==> config.mk <==
export PLATFORM = sky130hd
export DESIGN_NAME = seg_drv_core
export DESIGN_NICKNAME = d
export VERILOG_FILES = /design/src/rtl/seg_drv_pkg.sv /design/src/rtl/seg_enable_chain.sv /design/src/rtl/seg_data_reg.sv /design/src/rtl/seg_level_enc.sv /design/src/rtl/seg_drv_core.sv
export SDC_FILE = /design/constraint.sdc
export NUM_CORES = 1
export LEC_CHECK = 0
export ABC_AREA = 0
export BUFFER_PORTS_ARGS = -buffer_cell sky130_fd_sc_hd__clkbuf_2
export CAP_MARGIN = 20
export CORE_MARGIN = 3
export CORE_UTILIZATION = 55
export DETAILED_ROUTE_END_ITERATION = 16
export PLACE_DENSITY = 0.79
export SLEW_MARGIN = 20
export SYNTH_ARGS = -nofsm -noshare
export SYNTH_HDL_FRONTEND = slang
export SYNTH_SLANG_ARGS = --single-unit
==> constraint.sdc <==
create_clock -name clk -period 4.3 [get_ports clk]
set_input_delay 0.215 -clock clk [delete_from_list [all_inputs] [get_ports clk]]
set_output_delay 0.215 -clock clk [all_outputs]
set_load 0.03 [all_outputs]
==> src/rtl/seg_drv_pkg.sv <==
package seg_drv_pkg;

    typedef enum logic [1:0] {
        ST_IDLE = 2'b00,
        ST_FILL = 2'b01,
        ST_FULL = 2'b10
    } fill_state_e;

    typedef enum logic [1:0] {
        LVL_V0 = 2'b00,
        LVL_V2 = 2'b01,
        LVL_V3 = 2'b10,
        LVL_V5 = 2'b11
    } drive_lvl_e;

endpackage

==> src/rtl/seg_enable_chain.sv <==
module seg_enable_chain
    import seg_drv_pkg::*;
#(
    parameter int SLOTS = 20
) (
    input  logic             clk,
    input  logic             rst_n,
    input  logic             en_in,
    input  logic             shift_stb,
    input  logic             dir_up,
    input  logic             restart,
    output logic             capture,
    output logic [SLOTS-1:0] wr_sel,
    output logic             en_out
);

    localparam int CW = $clog2(SLOTS + 1);
    localparam logic [SLOTS-1:0] POS_LOW  = SLOTS'(1);
    localparam logic [SLOTS-1:0] POS_HIGH = POS_LOW << (SLOTS - 1);

    fill_state_e      state_q, state_d;
    logic [CW-1:0]    cnt_q, cnt_d, base_cnt;
    logic [SLOTS-1:0] token_q, token_d;
    logic             line_start, last_slot;

    // a fresh line starts either from idle or on the restart edge itself
    assign line_start = restart || (state_q == ST_IDLE);
    assign wr_sel     = line_start ? (dir_up ? POS_LOW : POS_HIGH) : token_q;
    assign base_cnt   = line_start ? '0 : cnt_q;
    assign last_slot  = (base_cnt == CW'(SLOTS - 1));
    assign capture    = en_in && shift_stb && (restart || (state_q != ST_FULL));

    // next-state logic
    always_comb begin
        state_d = state_q;
        cnt_d   = cnt_q;
        token_d = token_q;
        unique case (state_q)
            ST_IDLE: begin
                if (capture) state_d = last_slot ? ST_FULL : ST_FILL; // first_capture
            end
            ST_FILL: begin
                if (capture && last_slot) state_d = ST_FULL;          // last_capture
            end
            ST_FULL: begin
                state_d = ST_FULL;
            end
            default: state_d = ST_IDLE;
        endcase
        if (restart) begin                                            // line_restart
            state_d = ST_IDLE;
            cnt_d   = '0;
        end
        if (capture) begin
            cnt_d   = base_cnt + CW'(1);
            token_d = dir_up ? (wr_sel << 1) : (wr_sel >> 1);
            if (restart) state_d = last_slot ? ST_FULL : ST_FILL;
        end
    end

    // state register
    always_ff @(posedge clk) begin
        if (!rst_n) begin
            state_q <= ST_IDLE;
            cnt_q   <= '0;
            token_q <= '0;
        end else begin
            state_q <= state_d;
            cnt_q   <= cnt_d;
            token_q <= token_d;
        end
    end

    // outputs
    always_comb begin
        en_out = (state_q == ST_FULL);
    end

endmodule

==> src/rtl/seg_data_reg.sv <==
module seg_data_reg #(
    parameter int SLOTS = 20,
    parameter int BUS_W = 4
) (
    input  logic                   clk,
    input  logic                   rst_n,
    input  logic                   capture,
    input  logic [SLOTS-1:0]       wr_sel,
    input  logic [BUS_W-1:0]       data_in,
    output logic [SLOTS*BUS_W-1:0] data_q
);

    logic [BUS_W-1:0] bus_gated;

    // internal bus held low whenever nothing is being captured
    assign bus_gated = capture ? data_in : '0;

    for (genvar k = 0; k < SLOTS; k++) begin : g_slot
        always_ff @(posedge clk) begin
            if (!rst_n)
                data_q[k*BUS_W +: BUS_W] <= '0;
            else if (capture && wr_sel[k])
                data_q[k*BUS_W +: BUS_W] <= bus_gated;
        end
    end

endmodule

==> src/rtl/seg_level_enc.sv <==
module seg_level_enc
    import seg_drv_pkg::*;
#(
    parameter int NUM_SEG = 80
) (
    input  logic [NUM_SEG-1:0]   latch_q,
    input  logic                 frame,
    input  logic                 disp_off,
    output logic [2*NUM_SEG-1:0] seg_code
);

    for (genvar s = 0; s < NUM_SEG; s++) begin : g_seg
        drive_lvl_e lvl;
        always_comb begin
            if (disp_off)
                lvl = LVL_V0;
            else begin
                unique case ({latch_q[s], frame})
                    2'b11:   lvl = LVL_V0;
                    2'b10:   lvl = LVL_V5;
                    2'b01:   lvl = LVL_V2;
                    default: lvl = LVL_V3;
                endcase
            end
        end
        assign seg_code[2*s +: 2] = lvl;
    end

endmodule

==> src/rtl/seg_drv_core.sv <==
module seg_drv_core
    import seg_drv_pkg::*;
#(
    parameter int NUM_SEG = 80,
    parameter int BUS_W   = 4
) (
    input  logic                 clk,
    input  logic                 rst_n,
    input  logic                 en_in,
    input  logic                 shift_stb,
    input  logic                 dir_up,
    input  logic [BUS_W-1:0]     data_in,
    output logic                 en_out,
    input  logic                 load,
    input  logic                 frame,
    input  logic                 disp_off,
    output logic [2*NUM_SEG-1:0] seg_code
);

    localparam int SLOTS = NUM_SEG / BUS_W;

    logic                 load_q, load_fall, capture;
    logic [SLOTS-1:0]     wr_sel;
    logic [NUM_SEG-1:0]   data_q, latch_q;

    assign load_fall = load_q && !load;

    seg_enable_chain #(.SLOTS(SLOTS)) i_chain (
        .clk       (clk),
        .rst_n     (rst_n),
        .en_in     (en_in),
        .shift_stb (shift_stb),
        .dir_up    (dir_up),
        .restart   (load_fall),
        .capture   (capture),
        .wr_sel    (wr_sel),
        .en_out    (en_out)
    );

    seg_data_reg #(.SLOTS(SLOTS), .BUS_W(BUS_W)) i_data (
        .clk     (clk),
        .rst_n   (rst_n),
        .capture (capture),
        .wr_sel  (wr_sel),
        .data_in (data_in),
        .data_q  (data_q)
    );

    always_ff @(posedge clk) begin
        if (!rst_n) begin
            load_q  <= 1'b0;
            latch_q <= '0;
        end else begin
            load_q <= load;
            if (load_fall) latch_q <= data_q;
        end
    end

    seg_level_enc #(.NUM_SEG(NUM_SEG)) i_enc (
        .latch_q  (latch_q),
        .frame    (frame),
        .disp_off (disp_off),
        .seg_code (seg_code)
    );

endmodule

==> impl_table.tex, run 1 <==
\begin{tabular}{lr}
\hline
Metric & Value \\
\hline
\multicolumn{2}{l}{\textbf{Timing}} \\
\quad Fin. max-slew vios & 0 \\
\quad Sum of negative setup slack & 0 ns \\
\quad Achievable frequency & 0.404 GHz \\
\quad Final cycle utilization of the critical path & 0.575 \\
\quad Final hold violation count & 0 \\
\quad Final-layout worst hold slack & 0.0586 ns \\
\quad Max-Slew Margin vs Limit & 0.282 \\
\quad RSZ-0062 raised after global routing & false \\
\quad Worst-margin pin slew & around 1.1 ns \\
\quad Clock skew after layout & $\sim$0.012 ns \\
\quad Number of setup violations in the final report & 0 \\
\quad Final worst path period need & between 2 and 2.5 ns \\
\multicolumn{2}{l}{\textbf{Critical path}} \\
\quad Worst path cell trace & nand2b\_4 > nand3\_1 > inv\_1 > ha\_1 > nor4bb\_1 > a41oi\_1 > a2111oi\_0 \\
\quad Capturing element type of the critical path & flop \\
\quad Critical Setup Path Class & flop to flop \\
\quad CP peak stage delay & 0.59 ns \\
\quad Critical path buffer and inverter count & 1 \\
\quad Data required, critical path & 4.61 ns \\
\quad Highest net fanout along the worst path & 72 \\
\quad Arrival @ worst endpoint & 2.78 ns \\
\quad Slowest CP cell & sky130\_fd\_sc\_hd\_\_nand2b\_4 \\
\quad Family of cells with the greatest summed delay on the critical path & simple AND/OR/NAND/NOR gates \\
\quad Worst setup SP type & flop \\
\multicolumn{2}{l}{\textbf{Die}} \\
\quad Effective utilization at floorplan & 0.573 \\
\quad Overall die area & 0.0177 mm\^{}2 \\
\quad Number of top-level design ports & 173 \\
\quad Number of rows created at floorplan & 45 \\
\quad Vertical extent of the die & 133 um \\
\quad Horizontal die dimension & 133 um \\
\quad Standard cell core area & 0.0155 mm\^{}2 \\
\multicolumn{2}{l}{\textbf{Clocking}} \\
\quad Post-CTS setup buffer count & 0 \\
\quad Clock transition at the registers of the reported paths & 0.07 ns \\
\quad Root Buffer & sky130\_fd\_sc\_hd\_\_clkbuf\_16 \\
\quad Number of buffers added to fix hold violations after cts & 0 \\
\quad Number of buffers added by the clock tree synthesis step & 17 \\
\quad Worst-skew pair later-pin latency & 0.43 ns \\
\quad TritonCTS Sinks & between 150 and 200 \\
\quad Resized Gates After CTS & 0 \\
\quad Count of H-tree levels built during CTS & 4 \\
\quad Clk buf depth & 2 \\
\quad Clock tree from TritonCTS & built \\
\multicolumn{2}{l}{\textbf{Job}} \\
\quad Max-capacitance violation count & 0 \\
\multicolumn{2}{l}{\textbf{Outcome}} \\
\quad Result of the run & finished, final reports clean \\
\multicolumn{2}{l}{\textbf{Power and ir drop}} \\
\quad Total power divided by cell area & slightly below 400 mW/mm\^{}2 \\
\quad Design Power & $\sim$3.7 mW \\
\quad Peak ir drop on the vdd network & 299 uV \\
\quad Reported leakage power & 4.27 nW \\
\multicolumn{2}{l}{\textbf{Synth}} \\
\quad Sequential area share after synthesis & 0.423 \\
\quad Async S/R FF share, synth & 0 \\
\quad Synthesized instance count & 1,072 \\
\quad Number of distinct library cells after synthesis & 43 \\
\quad Synth Warn \# & 0 \\
\quad Mapped Area & 0.00890 mm\^{}2 \\
\quad Prevailing post-synth register cell & sky130\_fd\_sc\_hd\_\_dfxtp\_1 \\
\quad Avg Cell Area, Syn & 8.30 um\^{}2 \\
\quad Total nets after synthesis & 1,091 \\
\quad Count of flip-flops with a built-in enable after synthesis & 0 \\
\quad Seq cells post-synth & 188 \\
\multicolumn{2}{l}{\textbf{Final layout}} \\
\quad \# nets final & roughly 1,100 \\
\quad Ratio of cells with drive above 1 in the final layout & 0.215 \\
\quad Cell Count, Final, Fillers Out & approximately 1,300 \\
\quad Area Growth Syn to Fin & 9.59\% \\
\quad Commonest cells after routing, fill and taps aside & sky130\_fd\_sc\_hd\_\_nand2\_1 (193), sky130\_fd\_sc\_hd\_\_dfxtp\_1 (188), sky130\_fd\_sc\_hd\_\_clkbuf\_2 (171), sky130\_fd\_sc\_hd\_\_nor2\_1 (159), sky130\_fd\_sc\_hd\_\_a21oi\_1 (98) \\
\quad Number of fill cells in the layout & 1,318 \\
\quad N\_diodes & 0 \\
\quad Most common cell after layout, fill and taps aside & sky130\_fd\_sc\_hd\_\_nand2\_1 \\
\quad Finished Cell Area & about 0.0098 mm\^{}2 \\
\multicolumn{2}{l}{\textbf{Global routing}} \\
\quad Largest net degree at the start of global routing & 103 \\
\quad First-pass GRT wire length & 30,700 um \\
\quad Vias in the first global route & about 6,300 \\
\quad Overflow after GRT & 0 \\
\quad Antenna violations before repair & 0 \\
\quad Combined global-route utilization of all metal layers & 0.205 \\
\multicolumn{2}{l}{\textbf{Detailed routing}} \\
\quad Remaining antenna violation count & 0 \\
\quad Total vias in the final route & approximately 6,900 \\
\quad Remaining design rule violation count & 0 \\
\quad Routed WL & 18,500 um \\
\quad DRC violation total after the first TritonRoute iteration & 588 \\
\quad Average vias per placed instance & 5.19 \\
\quad Post-detailed-route wirelength per cell & roughly 14 um \\
\quad Number of detailed-routing iterations run before antenna repair & 5 \\
\multicolumn{2}{l}{\textbf{Min path}} \\
\quad Class of the tightest hold or removal check & input pin to flop \\
\multicolumn{2}{l}{\textbf{Placed design}} \\
\quad Cell total after placement & 1,304 \\
\quad Cell area after placement & 0.00915 mm\^{}2 \\
\quad Final HPWL DP & roughly 12,000 um \\
\quad Gp weighted congestion & between 0.7 and 0.8 \\
\quad Count of input and output buffers & 172 \\
\hline
\end{tabular}
-- worst reg2reg max path: cells and delay by family (launching register included) --
family / cells / cell delay (ns)
DFF: 1 / 0.33
buffers and inverters: 1 / 0.13
adders and majority gates: 1 / 0.23
and+or+nand+nor: 3 / 1.16
AOI/OAI and AO/OA: 2 / 0.49
-- layer usage --
layer / wire length [um] / up-vias / global-route usage
li1: - / 3494 / -
met1: 8440 / 3213 / 0.273
met2: 8800 / 206 / 0.345
met4: 228 / 0 / 0.0549
met3: 1050 / 20 / 0.0363
met5: 0 / - / 0
-- stage by stage --
step                      worst slack, ns  utilization
after floorplan                     0.104            -
after CTS                            1.84        0.626
after global placement               1.85        0.589
after global routing                 1.54        0.628
after detailed placement             1.78        0.589
final                                1.83        0.628
-- registers in the layout (all words and copies together), names as in the netlist --
register / flops
load_q: 1
i_chain.token_q: 20
latch_q: 80
i_chain.cnt_q: 5
i_chain.state_q: 2
i_data.data_q: 80
-- kinds of logic after synthesis --
family,Yosys count,synth area share
AO/OA/AOI/OAI,121,0.0774
XOR/XNOR,77,0.0758
adder cells (fa/ha/maj),7,0.00984
buffers and inverters,168,0.111
flip-flops,188,0.423
multiplexers,96,0.110
AND/OR/NAND/NOR,415,0.193
-- cell type report --
cell class	count	area, um^2	share of cell area
Sequential cell	188	3760	0.386
Clock buffer	19	443	0.0454
Inverter	10	40.0	0.00410
Tap cell	211	264	0.0271
Timing Repair Buffer	180	936	0.0959
Clock inverter	13	140	0.0144
Multi-Input combinational cell	716	4170	0.427
-- Yosys cell counts, types with 2 or more instances --
master,n,area (um^2)
sky130_fd_sc_hd__a21oi_1,98,490
sky130_fd_sc_hd__a21oi_2,2,17.5
sky130_fd_sc_hd__a31oi_1,4,25.0
sky130_fd_sc_hd__and2_1,3,18.8
sky130_fd_sc_hd__buf_1,5,18.8
sky130_fd_sc_hd__buf_2,32,160
sky130_fd_sc_hd__buf_4,83,623
sky130_fd_sc_hd__clkbuf_1,37,139
sky130_fd_sc_hd__dfxtp_1,188,3760
sky130_fd_sc_hd__ha_1,7,87.6
sky130_fd_sc_hd__inv_1,10,37.5
sky130_fd_sc_hd__mux2_2,16,180
sky130_fd_sc_hd__mux2i_1,80,801
sky130_fd_sc_hd__nand2_1,193,724
sky130_fd_sc_hd__nand3_1,25,125
sky130_fd_sc_hd__nand4_1,18,113
sky130_fd_sc_hd__nand4_2,2,25.0
sky130_fd_sc_hd__nor2_1,160,601
sky130_fd_sc_hd__nor2_4,2,22.5
sky130_fd_sc_hd__nor2b_1,4,25.0
sky130_fd_sc_hd__nor4_1,2,12.5
sky130_fd_sc_hd__o21ai_0,2,10.0
sky130_fd_sc_hd__o22ai_1,2,12.5
sky130_fd_sc_hd__o31ai_1,2,15.0
sky130_fd_sc_hd__xnor2_1,77,674
-- worst paths after layout --
path,slack [ns],start,cells after the start,to
worst max-delay path,1.83,load_q,7,i_chain.state_q[1]
worst min-delay path,0.06,load,2,load_q
worst max register to register,1.83,load_q,7,i_chain.state_q[1]
worst min register to register,0.45,i_data.data_q[32],2,latch_q[32]
-- power by group --
group          switching [mW]  internal (mW)  leakage, nW
Sequential            0.00553           1.75         1.51
Combinational           0.348          0.110         2.47
Clock                   0.663          0.876        0.288
No activity file was read; power rests on OpenSTA's default activity.
==> run 2: changes to the inputs <==
--- a/config.mk
+++ b/config.mk
@@ -9,9 +9,9 @@
 export BUFFER_PORTS_ARGS = -buffer_cell sky130_fd_sc_hd__clkbuf_2
 export CAP_MARGIN = 20
 export CORE_MARGIN = 3
-export CORE_UTILIZATION = 55
+export CORE_UTILIZATION = 50
 export DETAILED_ROUTE_END_ITERATION = 16
-export PLACE_DENSITY = 0.79
+export PLACE_DENSITY = 0.76
 export SLEW_MARGIN = 20
 export SYNTH_ARGS = -nofsm -noshare
 export SYNTH_HDL_FRONTEND = slang
==> constraint.sdc (replaced) <==
create_clock -name clk -period 2.25 [get_ports clk]
set_input_delay 0.1125 -clock clk [delete_from_list [all_inputs] [get_ports clk]]
set_output_delay 0.1125 -clock clk [all_outputs]
set_load 0.03 [all_outputs]
==> impl_table.tex, run 2 (synthesized netlist as in run 1, its figures left out) <==
\begin{tabular}{lr}
\hline
Metric & Value \\
\hline
\multicolumn{2}{l}{\textbf{Timing}} \\
\quad Final worst path period need & 2.07 ns (-0.400 ns) \\
\quad Final cycle utilization of the critical path & 0.921 (+0.346) \\
\quad Achievable frequency & 0.482 GHz (+19\%) \\
\quad Sum of negative setup slack & 0 ns (unchanged) \\
\quad Fin. max-slew vios & 0 (unchanged) \\
\quad Worst-margin pin slew & 0.734 ns (-0.343 ns) \\
\quad Max-Slew Margin vs Limit & 0.510 (+0.229) \\
\quad Number of setup violations in the final report & 0 (unchanged) \\
\quad Final hold violation count & 0 (unchanged) \\
\quad Clock skew after layout & 0.00556 ns (-0.00689 ns) \\
\quad RSZ-0062 raised after global routing & false \\
\multicolumn{2}{l}{\textbf{Final layout}} \\
\quad Final design utilization & 0.573 (-0.0553) \\
\quad \# nets final & 1,142 (+0.88\%) \\
\quad Registers with the highest flip-flop counts & i\_data.data\_q (80), latch\_q (80), i\_chain.token\_q (20) \\
\quad Commonest cells after routing, fill and taps aside & sky130\_fd\_sc\_hd\_\_nand2\_1 (193), sky130\_fd\_sc\_hd\_\_dfxtp\_1 (188), sky130\_fd\_sc\_hd\_\_clkbuf\_2 (171), sky130\_fd\_sc\_hd\_\_nor2\_1 (159), sky130\_fd\_sc\_hd\_\_a21oi\_1 (98) \\
\quad N\_diodes & 0 (unchanged) \\
\quad Finished Cell Area & 0.00994 mm\^{}2 (+1.9\%) \\
\quad Ratio of cells with drive above 1 in the final layout & 0.219 (+0.00427) \\
\quad Area Growth Syn to Fin & 11.6\% \\
\quad Most common cell after layout, fill and taps aside & sky130\_fd\_sc\_hd\_\_nand2\_1 \\
\multicolumn{2}{l}{\textbf{Detailed routing}} \\
\quad Number of detailed-routing iterations run before antenna repair & 5 (unchanged) \\
\quad Post-detailed-route wirelength per cell & 14.0 um (+0.95\%) \\
\quad Average vias per placed instance & 5.21 (+0.50\%) \\
\quad DRC violation total after the first TritonRoute iteration & 418 (-29\%) \\
\quad Remaining design rule violation count & 0 (unchanged) \\
\quad Routed WL & 19,000 um (+2.8\%) \\
\quad Remaining antenna violation count & 0 (unchanged) \\
\quad Total vias in the final route & 7,093 (+2.3\%) \\
\multicolumn{2}{l}{\textbf{Power and ir drop}} \\
\quad P\_int & 5.45 mW (+100\%) \\
\quad Net switching power & 1.91 mW (+88\%) \\
\quad Share of total power in the clock network & 0.423 (+0.013) \\
\quad Part of the power in combinational logic & 0.123 (about the same) \\
\quad Reported leakage power & 4.34 nW (+1.6\%) \\
\quad Fraction of power spent switching nets & 0.260 (-0.0113) \\
\quad Peak ir drop on the vdd network & 598 uV (+100\%) \\
\quad Sequential share of power & 0.454 (-0.014) \\
\quad Total power divided by cell area & 742 mW/mm\^{}2 (+93\%) \\
\multicolumn{2}{l}{\textbf{Clocking}} \\
\quad Clock transition at the registers of the reported paths & 0.07 ns (about the same) \\
\quad Number of buffers added by the clock tree synthesis step & 17 (unchanged) \\
\quad Clock tree from TritonCTS & built \\
\quad Clk buf depth & 2 (unchanged) \\
\quad Worst-skew pair later-pin latency & 0.42 ns (about the same) \\
\quad Count of H-tree levels built during CTS & 4 (unchanged) \\
\quad TritonCTS Sinks & 188 (unchanged) \\
\quad Root Buffer & sky130\_fd\_sc\_hd\_\_clkbuf\_16 \\
\quad Post-CTS setup buffer count & 0 (unchanged) \\
\multicolumn{2}{l}{\textbf{Critical path}} \\
\quad Highest net fanout along the worst path & 7 (-90\%) \\
\quad Worst r2r path cells & 7 (unchanged) \\
\quad Reg-to-reg slack, setup & 0.18 ns (-1.65 ns) \\
\quad Capturing element type of the critical path & flop \\
\quad Reg-to-reg endpoint & i\_chain.state\_q[1] \\
\quad Worst setup SP type & flop \\
\quad Critical Setup Path Class & flop to flop \\
\quad Data required, critical path & 2.56 ns (-2.05 ns) \\
\quad Arrival @ worst endpoint & 2.38 ns (-0.40 ns) \\
\quad Worst r2r src & i\_chain.state\_q[1] \\
\multicolumn{2}{l}{\textbf{Min path}} \\
\quad Endpoint, Worst Hold & i\_chain.cnt\_q[3] \\
\quad Class of the tightest hold or removal check & input pin to flop \\
\quad Worst min-delay path startpoint & rst\_n \\
\quad Hold Crit Depth & 3 (+1) \\
\multicolumn{2}{l}{\textbf{Placed design}} \\
\quad Gp weighted congestion & 0.762 (-0.99\%) \\
\quad Count of input and output buffers & 172 (unchanged) \\
\quad Cell area after placement & 0.00931 mm\^{}2 (+1.7\%) \\
\quad Final HPWL DP & 12,300 um (+5.3\%) \\
\multicolumn{2}{l}{\textbf{Global routing}} \\
\quad Overflow after GRT & 0 (unchanged) \\
\quad Antenna violations before repair & 0 (unchanged) \\
\quad Vias in the first global route & 6,395 (+1.8\%) \\
\quad Combined global-route utilization of all metal layers & 0.190 (-0.0143) \\
\quad First-pass GRT wire length & 31,000 um (+1.0\%) \\
\quad Largest net degree at the start of global routing & 110 (+6.8\%) \\
\multicolumn{2}{l}{\textbf{Die}} \\
\quad Vertical extent of the die & 139 um (+4.7\%) \\
\quad Number of rows created at floorplan & 48 (+6.7\%) \\
\quad Number of top-level design ports & 173 (unchanged) \\
\quad Horizontal die dimension & 139 um (+4.7\%) \\
\quad Effective utilization at floorplan & 0.513 (-0.0600) \\
\quad Overall die area & 0.0194 mm\^{}2 (+9.5\%) \\
\quad Standard cell core area & 0.0174 mm\^{}2 (+12\%) \\
\multicolumn{2}{l}{\textbf{Job}} \\
\quad Max-capacitance violation count & 0 (unchanged) \\
\multicolumn{2}{l}{\textbf{Outcome}} \\
\quad Result of the run & finished, final reports clean \\
\hline
\end{tabular}
-- run 2: cell count changes in the layout (fill, tap and decap cells not counted), sizes merged --
cell and change:
inv -3, buf +9, clkbuf +2, dlygate4sd3 +1, bufinv +2, clkinvlp +4, clkinv -5
-- run 2: cell type report --
| class | count | area [um^2] |
|---|---|---|
| Fill cell | 1572 | 7420 |
| Multi-Input combinational cell | 716 | 4170 |
| Sequential cell | 188 | 3760 |
| Timing Repair Buffer | 190 | 1060 |
| Clock buffer | 21 | 450 |
| Tap cell | 225 | 282 |
| Clock inverter | 11 | 168 |
| Inverter | 10 | 40.0 |
-- run 2: power by group through the flow --
| stage | Sequential, mW | Clock [mW] | Combinational (mW) |
|---|---|---|---|
| after detailed placement | 3.42 | 0 | 0.910 |
| after global routing | 3.35 | 3.29 | 0.965 |
| after CTS | 3.35 | 3.16 | 0.913 |
| after global placement | 3.42 | 0 | 0.906 |
| final | 3.35 | 3.12 | 0.905 |
| after floorplan | 3.42 | 0 | 0.774 |
-- run 2: worst max-delay path by stage --
| stage | from | end |
|---|---|---|
| 5_1_grt | i_chain.state_q[1] | i_chain.state_q[1] |
| 3_3_place_gp | i_chain.state_q[1] | i_chain.state_q[1] |
| 2_1_floorplan | frame | seg_code[101] |
| 3_5_place_dp | i_chain.state_q[1] | i_chain.state_q[1] |
| 6_report | i_chain.state_q[1] | i_chain.state_q[1] |
| 4_1_cts | i_chain.state_q[1] | i_chain.state_q[1] |
-- run 2: routing by layer --
layer  track usage  wire [um]  vias up
li1              -          -     3514
met1         0.239       8470     3353
met2         0.331       9400      210
met3        0.0395        988       16
met4        0.0561        167        0
met5             0          0        -
-- run 2: through the flow --
step / cells / hold WS, ns / power [mW] / worst slack, ns
after CTS: 1361 / 0.164 / 7.42 / 0.184
after detailed placement: 1328 / 0.402 / 4.33 / 0.226
final: 1361 / 0.183 / 7.37 / 0.177
after global routing: 1361 / 0.178 / 7.60 / 0.00729
after global placement: 1328 / 0.389 / 4.33 / 0.379
after floorplan: 1072 / 0.234 / 4.19 / 0.166
-- run 2: repair_timing --
| action | in CTS | in global routing |
|---|---|---|
| gates resized for setup | 0 | 1 |
| hold buffers | 1 | 0 |
| endpoints found under the setup margin | 0 | 1 |
| endpoints found under the hold margin | 1 | 0 |
-- run 2: worst max-delay path: stages, from the launching register on --
cell and delay (ns):
sky130_fd_sc_hd__dfxtp_1 0.48, sky130_fd_sc_hd__or2_2 0.21, sky130_fd_sc_hd__nand3_1 0.13, sky130_fd_sc_hd__inv_1 0.11, sky130_fd_sc_hd__ha_1 0.24, sky130_fd_sc_hd__nor4bb_1 0.30, sky130_fd_sc_hd__a41oi_1 0.18, sky130_fd_sc_hd__a2111oi_1 0.30
